===== config.mk =====
export PLATFORM = sky130hd
export DESIGN_NAME = pfc_prot_supervisor
export DESIGN_NICKNAME = d
export VERILOG_FILES = /design/src/rtl/pfc_prot_pkg.sv /design/src/rtl/pfc_sync.sv /design/src/rtl/pfc_standby_ctl.sv /design/src/rtl/pfc_ovp_latch.sv /design/src/rtl/pfc_leb.sv /design/src/rtl/pfc_prot_supervisor.sv
export SDC_FILE = /design/constraint.sdc
export NUM_CORES = 1
export LEC_CHECK = 0
export BUFFER_PORTS_ARGS = -buffer_cell sky130_fd_sc_hd__buf_2
export CAP_MARGIN = 20
export CORE_UTILIZATION = 53
export CTS_CLUSTER_DIAMETER = 200
export CTS_CLUSTER_SIZE = 14
export DETAILED_ROUTE_END_ITERATION = 10
export GPL_ROUTABILITY_DRIVEN = 0
export HOLD_SLACK_MARGIN = 0.15
export MAX_ROUTING_LAYER = met4
export PLACE_DENSITY = 0.78
export SETUP_SLACK_MARGIN = 0.2
export SYNTH_ARGS = -nofsm -noshare
export SYNTH_HDL_FRONTEND = slang
export SYNTH_SLANG_ARGS = --single-unit

===== constraint.sdc =====
create_clock -name clk -period 2.9 [get_ports clk]
set_input_delay 0 -clock clk [delete_from_list [all_inputs] [get_ports clk]]
set_output_delay 0 -clock clk [all_outputs]
set_load 0.005 [all_outputs]

===== src/rtl/pfc_prot_pkg.sv =====
package pfc_prot_pkg;
   // Synchronized line/feedback comparator group
   typedef struct packed {
      logic line_low;
      logic line_en;
      logic fb_low;
      logic pk;
   } lf_flags_t;

   localparam int LF_W = $bits(lf_flags_t);
endpackage


===== src/rtl/pfc_sync.sv =====
module pfc_sync #(
   parameter int W      = 1,
   parameter int STAGES = 2
) (
   input  logic         clk,
   input  logic         rst_n,
   input  logic [W-1:0] d_i,
   output logic [W-1:0] q_o
);
   generate
      if (STAGES < 2) begin : g_bad_stages
         $error("pfc_sync: STAGES must be at least 2");
      end
      if (W < 1) begin : g_bad_width
         $error("pfc_sync: W must be at least 1");
      end
   endgenerate

   logic [W-1:0] stg_q [STAGES];

   always_ff @(posedge clk or negedge rst_n) begin
      if (!rst_n) begin
         for (int i = 0; i < STAGES; i++) stg_q[i] <= '0;
      end else begin
         stg_q[0] <= d_i;
         for (int i = 1; i < STAGES; i++) stg_q[i] <= stg_q[i-1];
      end
   end

   assign q_o = stg_q[STAGES-1];
endmodule


===== src/rtl/pfc_standby_ctl.sv =====
module pfc_standby_ctl (
   input  logic clk,
   input  logic rst_n,
   input  logic line_low_s,
   input  logic line_en_s,
   input  logic fb_low_s,
   output logic standby_nxt,
   output logic standby_q
);
   logic bo_lat_q, bo_lat_nxt;

   // Brown-out latch: set by low line, cleared only at the enable level
   always_comb begin
      bo_lat_nxt = bo_lat_q;
      if (line_low_s)     bo_lat_nxt = 1'b1;
      else if (line_en_s) bo_lat_nxt = 1'b0;
      standby_nxt = bo_lat_nxt | fb_low_s;
   end

   always_ff @(posedge clk or negedge rst_n) begin
      if (!rst_n) begin
         bo_lat_q  <= 1'b1;
         standby_q <= 1'b1;
      end else begin
         bo_lat_q  <= bo_lat_nxt;
         standby_q <= standby_nxt;
      end
   end

   assert_brownout_enters_R2: assert property (@(posedge clk) disable iff (!rst_n)
      line_low_s |=> standby_q);
   assert_hyst_hold_R3: assert property (@(posedge clk) disable iff (!rst_n)
      (bo_lat_q && !line_en_s) |=> standby_q);
   assert_openloop_enters_R4: assert property (@(posedge clk) disable iff (!rst_n)
      fb_low_s |=> standby_q);
endmodule


===== src/rtl/pfc_ovp_latch.sv =====
module pfc_ovp_latch #(
   parameter int CH = 2
) (
   input  logic          clk,
   input  logic          rst_n,
   input  logic [CH-1:0] ov_hi_s,
   input  logic [CH-1:0] ov_clr_s,
   output logic          ov_nxt,
   output logic          ov_q
);
   generate
      if (CH < 1) begin : g_bad_ch
         $error("pfc_ovp_latch: CH must be at least 1");
      end
   endgenerate

   logic any_hi, all_clr;

   always_comb begin
      any_hi  = |ov_hi_s;
      all_clr = &ov_clr_s;
      ov_nxt  = ov_q;
      if (any_hi)       ov_nxt = 1'b1;
      else if (all_clr) ov_nxt = 1'b0;
   end

   always_ff @(posedge clk or negedge rst_n) begin
      if (!rst_n) ov_q <= 1'b0;
      else        ov_q <= ov_nxt;
   end

   assert_any_channel_sets_R6: assert property (@(posedge clk) disable iff (!rst_n)
      (ov_hi_s != '0) |=> ov_q);
   assert_release_needs_all_R7: assert property (@(posedge clk) disable iff (!rst_n)
      (ov_q && !(&ov_clr_s)) |=> ov_q);
endmodule


===== src/rtl/pfc_leb.sv =====
module pfc_leb #(
   parameter int W      = 8,
   parameter bit LEB_EN = 1'b1
) (
   input  logic         clk,
   input  logic         rst_n,
   input  logic         pwm_req,
   input  logic [W-1:0] blank_len,
   output logic         blank_act
);
   generate
      if (W < 1) begin : g_bad_w
         $error("pfc_leb: W must be at least 1");
      end

      if (LEB_EN) begin : g_leb
         logic         pwm_q;
         logic [W-1:0] cnt_q;
         logic         rise;

         always_comb begin
            rise      = pwm_req & ~pwm_q;
            blank_act = (rise && (blank_len != '0)) || (cnt_q != '0);
         end

         always_ff @(posedge clk or negedge rst_n) begin
            if (!rst_n) begin
               pwm_q <= 1'b0;
               cnt_q <= '0;
            end else begin
               pwm_q <= pwm_req;
               if (!pwm_req)
                  cnt_q <= '0;
               else if (rise)
                  cnt_q <= (blank_len != '0) ? blank_len - 1'b1 : '0;
               else if (cnt_q != '0)
                  cnt_q <= cnt_q - 1'b1;
            end
         end

         assert_window_rearms_R9: assert property (@(posedge clk) disable iff (!rst_n)
            ($rose(pwm_req) && (blank_len > 1)) |=> blank_act);
      end else begin : g_no_leb
         logic unused_in;
         assign unused_in = ^{clk, rst_n, pwm_req, blank_len};
         assign blank_act = 1'b0;
      end
   endgenerate
endmodule


===== src/rtl/pfc_prot_supervisor.sv =====
module pfc_prot_supervisor
   import pfc_prot_pkg::*;
#(
   parameter int OV_CH       = 2,
   parameter int BLANK_W     = 8,
   parameter int SYNC_STAGES = 2,
   parameter bit LEB_EN      = 1'b1
) (
   input  logic               clk,
   input  logic               rst_n,
   input  logic               line_low_i,
   input  logic               line_en_i,
   input  logic               fb_low_i,
   input  logic [OV_CH-1:0]   ov_hi_i,
   input  logic [OV_CH-1:0]   ov_clr_i,
   input  logic               pk_i,
   input  logic [BLANK_W-1:0] blank_len_i,
   input  logic               pwm_req_i,
   output logic               gate_o,
   output logic               comp_dis_o,
   output logic               standby_o
);
   localparam int OV_VEC_W = 2 * OV_CH;

   lf_flags_t             lf_raw, lf_s;
   logic [OV_VEC_W-1:0]   ov_raw, ov_s;
   logic                  standby_nxt, standby_q;
   logic                  ov_nxt, ov_q;
   logic                  blank_act;
   logic                  pk_hit;
   logic                  gate_q;

   assign lf_raw = '{line_low: line_low_i, line_en: line_en_i,
                     fb_low: fb_low_i, pk: pk_i};
   assign ov_raw = {ov_clr_i, ov_hi_i};

   pfc_sync #(.W(LF_W), .STAGES(SYNC_STAGES)) u_sync_lf (
      .clk(clk), .rst_n(rst_n), .d_i(lf_raw), .q_o(lf_s));

   pfc_sync #(.W(OV_VEC_W), .STAGES(SYNC_STAGES)) u_sync_ov (
      .clk(clk), .rst_n(rst_n), .d_i(ov_raw), .q_o(ov_s));

   pfc_standby_ctl u_stby (
      .clk(clk), .rst_n(rst_n),
      .line_low_s(lf_s.line_low), .line_en_s(lf_s.line_en), .fb_low_s(lf_s.fb_low),
      .standby_nxt(standby_nxt), .standby_q(standby_q));

   pfc_ovp_latch #(.CH(OV_CH)) u_ovp (
      .clk(clk), .rst_n(rst_n),
      .ov_hi_s(ov_s[OV_CH-1:0]), .ov_clr_s(ov_s[OV_VEC_W-1:OV_CH]),
      .ov_nxt(ov_nxt), .ov_q(ov_q));

   pfc_leb #(.W(BLANK_W), .LEB_EN(LEB_EN)) u_leb (
      .clk(clk), .rst_n(rst_n), .pwm_req(pwm_req_i),
      .blank_len(blank_len_i), .blank_act(blank_act));

   assign pk_hit = lf_s.pk & ~blank_act;

   always_ff @(posedge clk or negedge rst_n) begin
      if (!rst_n) gate_q <= 1'b0;
      else        gate_q <= pwm_req_i & ~standby_nxt & ~ov_nxt & ~pk_hit;
   end

   assign gate_o     = gate_q;
   assign standby_o  = standby_q;
   assign comp_dis_o = standby_q;

   assert_no_gate_in_standby_R1: assert property (@(posedge clk) disable iff (!rst_n)
      standby_q |-> !gate_q);
   assert_ov_blocks_gate_R6: assert property (@(posedge clk) disable iff (!rst_n)
      ov_q |-> !gate_q);
   assert_pk_cuts_gate_R8: assert property (@(posedge clk) disable iff (!rst_n)
      pk_hit |=> !gate_q);
   assert_gate_needs_request_R10: assert property (@(posedge clk) disable iff (!rst_n)
      gate_q |-> $past(pwm_req_i));
endmodule


; ---- Word level (Yosys, flattened, before mapping)
; Index checks and enable logic that the tools add are counted.
[totals]
in_bits = 19
out_inout_bits = 3
reg_bits = 29
[classes]
bitwise_logic = 11
eq_ne = 1
muxes = 8
reduce_logical = 6
add_sub_neg = 2
[ops]
columns = cell, n
row1 = 2-to-1 mux 8 bit, 4
row2 = nonzero test 8 bit, 2
row3 = "subtractor 8 x 1 -> 8 bit, second input constant", 2
row4 = bitwise AND 1 bit, 5
row5 = inverter 1 bit, 5
row6 = 2-to-1 mux 1 bit, 4
row7 = "inequality test 3 x 1 -> 1 bit, second input constant", 1
row8 = AND reduction 2 bit, 1
row9 = OR reduction 2 bit, 1
row10 = logical AND 1 bit, 1
row11 = logical OR 1 bit, 1
row12 = bitwise OR 1 bit, 1

; ---- Logic depth before layout (Yosys ltp)
[depth]
ltp_word = 8
ltp_mapped = 6

; ---- Cells and area by module
; Synthesis repeated with hierarchy kept, for this count alone.
[unflattened]
hier_cells = 108
area_unflattened_um2 = 1323.8
[by_module_without_submodules]
columns = module, area_each_um2, cells_each, instances, seq_area_each_um2
row1 = pfc_leb, 690.7, 72, 1, 225.2
row2 = pfc_sync, 230.2, 12, 2, 200.2
row3 = pfc_standby_ctl, 73.8, 5, 1, 52.6
row4 = pfc_prot_supervisor, 61.3, 4, 1, 25.0
row5 = pfc_ovp_latch, 37.5, 3, 1, 25.0

; ---- Least setup slack after synthesis
; No wires, ideal clock.
[synth_path]
path_kind = reg-to-reg
from = register u_leb.g_leb.cnt_q[0]
to = register u_leb.g_leb.cnt_q[6]
setup_ps = 131
path_slack_ps = 1437
arrival_time_ps = 1332
synth_period_minus_slack_ps = 1463
path_stages_with_launch = 7
t_required_ps = 2769
path_cell_list = dfrtp_1 > inv_1 > ha_1 > nor3b_1 > nor3b_1 > xnor2_1 > o22ai_1
[synth_between]
elab_chain_cells = 4
elab_cells_between_ends = 6
cone_classes = add/sub: 1 / eq/ne: 1 / mux: 3 / reduce/logical: 1
[synth_lines]
columns = element, line
row1 = start: declaration, pfc_leb.sv:18  ; logic [W-1:0] cnt_q;
row2 = start signal: assignment, pfc_leb.sv:35  ; cnt_q <= (blank_len != '0) ? blank_len - 1'b1 : '0;
row3 = start signal: assignment, pfc_leb.sv:37  ; cnt_q <= cnt_q - 1'b1;
row4 = subtractor 8 x 1 -> 8 bit, pfc_leb.sv:37
row5 = 2-to-1 mux 8 bit, pfc_leb.sv:36  ; else if (cnt_q != '0)
row6 = 2-to-1 mux 8 bit, pfc_leb.sv:34  ; else if (rise)
row7 = 2-to-1 mux 8 bit, pfc_leb.sv:32  ; if (!pwm_req)
; Parallel ways exist; a longest one is shown, timed or not. The select of a mux whose other input is x is not followed.
; A chain may end at the register's enable or synchronous reset.

; ---- Worst setup path after layout
[layout_path]
from = input blank_len_i[3]
to = register u_leb.g_leb.cnt_q[5]
[layout_between]
elab_chain_cells = 4
elab_cells_between_ends = 5
cone_classes = add/sub: 1 / mux: 3 / reduce/logical: 1
[layout_lines]
columns = element, line
row1 = start: declaration, pfc_prot_supervisor.sv:17  ; input logic [BLANK_W-1:0] blank_len_i,
row2 = subtractor 8 x 1 -> 8 bit / nonzero test 8 bit (equally long branches), pfc_leb.sv:35
row3 = 2-to-1 mux 8 bit *, pfc_leb.sv:35
row4 = 2-to-1 mux 8 bit *, pfc_leb.sv:34
row5 = 2-to-1 mux 8 bit *, pfc_leb.sv:32
; Every way passes the cells marked *; elsewhere a longest branch is shown, timed or not.

==> flow_summary.toml <==
[clock_network]
numCtsBuffers = 5
clk_pin_slew_ns = 0.08
clock_latency_ns = 0.31
cts_resized = 0
cts_htree_levels = 2
clock_sinks = 29
clk_path_buf_depth = 2
cts_tree = "built"
cts_root_buf = "clkbuf_4"

[global_route]
antenna_found_initial = 0
grt_overflow = 0
grt_max_degree = 30
grt_usage_pct = 25.5
grt_pass1_wl_um = 4270
grt_pass1_vias = 989

[synthesis]
synth_nets = 118
yosys_warnings = 0
synth_adder_area_share_pct = 4.18
synth.avg_cell_area_sq_um = 12.6
ys_seq_area_share_pct = 60.8
synthMuxAreaShare_pct = 1.77
synth_top_family_by_area = "simple AND/OR/NAND/NOR gates"
synth-simple-area-share_pct = 13.7
syn_inst = 95
ys_types = 29
ys_ff_latch = 29
synth_compound_area_share_pct = 8.77
synth-xor-area-share_pct = 8.04
syn-cell-area_sq_um = 1200

[finish]
final_common_cell = "dfrtp_1"
num_antenna_cells = 0
syn2layout_area_growth_pct = 28.4
final_cell_mix = "dfrtp_1 (27), buf_2 (21), dlygate4sd3_1 (16)"
drive_gt1_share_pct = 23.7
nFillCells = 154
post-route-util_pct = 75.4
nets = 161

[route]
via_per_inst = 5.22
ant_nets = 0
num_vias = 866
dr.pass1.iters = 4
wl_per_cell_um = 15.4
drc_errors = 0
totalWireLength_um = 2560
drt_iter0_markers = 15

[placed_design]
portBuffers = 21
dp_hpwl_um = 1600
pre_cts_slack_ns = 1.12

[die]
chipHeight_um = 49.6
rows = 16
die_w_um = 49.6
ioPinCount = 22
fp.coreArea_sq_um = 2040
die_area_sq_um = 2460
start_util_pct = 58.7

[worst_setup_path]
rr_startpoint = "u_leb.g_leb.cnt_q[4]"
cp-end-kind = "flop"
startpoint = "blank_len_i[3]"
start_kind = "primary input"
path_class = "in2reg"
cp.required_ns = 3.08
crit_arrival_ns = 2.19
cp_max_fo = 4

[sta]
rsz0062_at_grt = "false"
skew_ns = 0.00781
hold_viol = 0
period_minus_slack_ns = 2.01
setup_ws_ns = 0.890
fin_tns_setup_ns = 0
setup_viol = 0
worst_pin_slew_ns = 0.604
maxSlewViolCount = 0
max_slew_margin_pct = 59.7
max_freq_mhz = 497
fin_crit_sh_pct = 69.3
timing.hold.ws_ns = 0.156

[hold_path]
worstHoldStart = "blank_len_i[2]"
min_path_type = "in2reg"

[power_and_ir_drop]
powerDensity_nw_per_um2 = 559
fin_total_pwr_uw = 861
vdd_drop_max_v = 0.000504
leakage_nw = 0.712

[run_status]
outcome = "finished clean"

[run]
maxCapViolations = 0
[through the flow]
| stage | cells | area (sq um) |
|---|---|---|
| after floorplan | 95 | 1200 |
| after global placement | 142 | 1330 |
| after detailed placement | 142 | 1330 |
| after CTS | 166 | 1540 |
| after global routing | 166 | 1540 |
| final | 166 | 1540 |
[power by group]
group          switching (mW)  leakage [nW]  total, mW  internal (mW)
Clock                   0.119        0.0265      0.215         0.0964
Combinational          0.0995         0.338      0.188         0.0889
Sequential             0.0219         0.348      0.458          0.436
[critical path: stages]
cell	delay [ns]
dlygate4sd3_1	0.55
buf_2	0.15
or4_4	0.55
nor2_1	0.15
xnor2_1	0.12
dlygate4sd3_1	0.58
o22ai_1	0.09
[path summary, 6_finish.rpt]
check                                  endpoint  slack [ns]  depth (start not counted)
max in group asynchronous      u_sync_ov.q_o[3]        2.27                          2
setup / recovery           u_leb.g_leb.cnt_q[5]        0.89                          7
setup reg to reg           u_leb.g_leb.cnt_q[4]        1.00                          4
hold / removal             u_leb.g_leb.cnt_q[2]        0.16                          4
hold reg to reg                u_sync_lf.q_o[0]        0.35                          0
min in group asynchronous    u_sync_lf.stg_q[7]        0.23                          2
[timing repair]
action | CTS | global route
endpoints found under the hold margin | 47 | 0
buffers inserted | 0 | 0
hold buffers | 16 | 0
[registers in the layout (all words and copies together), names as in the netlist]
name               cells
u_stby.bo_lat_q        1
u_sync_lf.q_o          4
u_sync_ov.stg_q        4
u_stby.standby_q       1
u_sync_lf.stg_q        4
u_leb.g_leb.pwm_q      1
u_sync_ov.q_o          4
u_ovp.ov_q             1
gate_o                 1
u_leb.g_leb.cnt_q      8
[Yosys cell counts]
library cell / number / share of area, %
nor2_1: 7 / 2.2
nand3_1: 2 / 0.84
a211o_1: 1 / 0.73
nor3_1: 1 / 0.42
a2bb2oi_1: 2 / 1.5
xnor2_1: 6 / 4.4
o22ai_2: 1 / 1.0
ha_1: 4 / 4.2
inv_1: 7 / 2.2
buf_4: 1 / 0.63
o22ai_1: 4 / 2.1
nand2_1: 5 / 1.6
a21oi_1: 1 / 0.42
mux2_2: 1 / 0.94
nand2b_1: 1 / 0.52
nor4b_1: 1 / 0.73
or2_2: 1 / 0.52
dfrtp_1: 27 / 56
a21o_1: 2 / 1.3
or4_4: 1 / 0.94
nor3b_1: 5 / 3.1
xor2_1: 5 / 3.7
nor4_4: 1 / 1.8
nor4_1: 2 / 1.0
o31ai_1: 1 / 0.63
dfstp_2: 2 / 4.4
o21ai_0: 1 / 0.42
a221oi_1: 1 / 0.73
mux2i_1: 1 / 0.84
[layout make-up]
| class | count | area [sq um] | share of cell area [%] |
|---|---|---|---|
| inverters | 7 | 26.3 | 1.71 |
| repair buffers | 37 | 265 | 17.2 |
| clock buffers | 8 | 48.8 | 3.17 |
| flip-flops and latches | 29 | 728 | 47.3 |
| multi-input cells | 58 | 437 | 28.4 |
| well taps | 27 | 33.8 | 2.20 |
[cell families after synthesis]
family	after synthesis
and+or+nand+nor	27
DFF	29
AOI/OAI and AO/OA	14
buffers and inverters	8
xor gates and xnor gates	11
muxes	2
adders and majority gates	4
[routing by layer]
| metal | GRT usage [%] | share of wire (%) | wire (um) | vias to the layer above |
|---|---|---|---|---|
| li1 | - | - | - | 414 |
| met2 | 45.0 | 55 | 1410 | 24 |
| met4 | 7.62 | 0.74 | 19 | 0 |
| met5 | - | 0 | 0 | - |
| met3 | 9.26 | 4.0 | 102 | 2 |
| met1 | 26.2 | 40 | 1030 | 426 |
No activity file was read; power rests on OpenSTA's default activity.
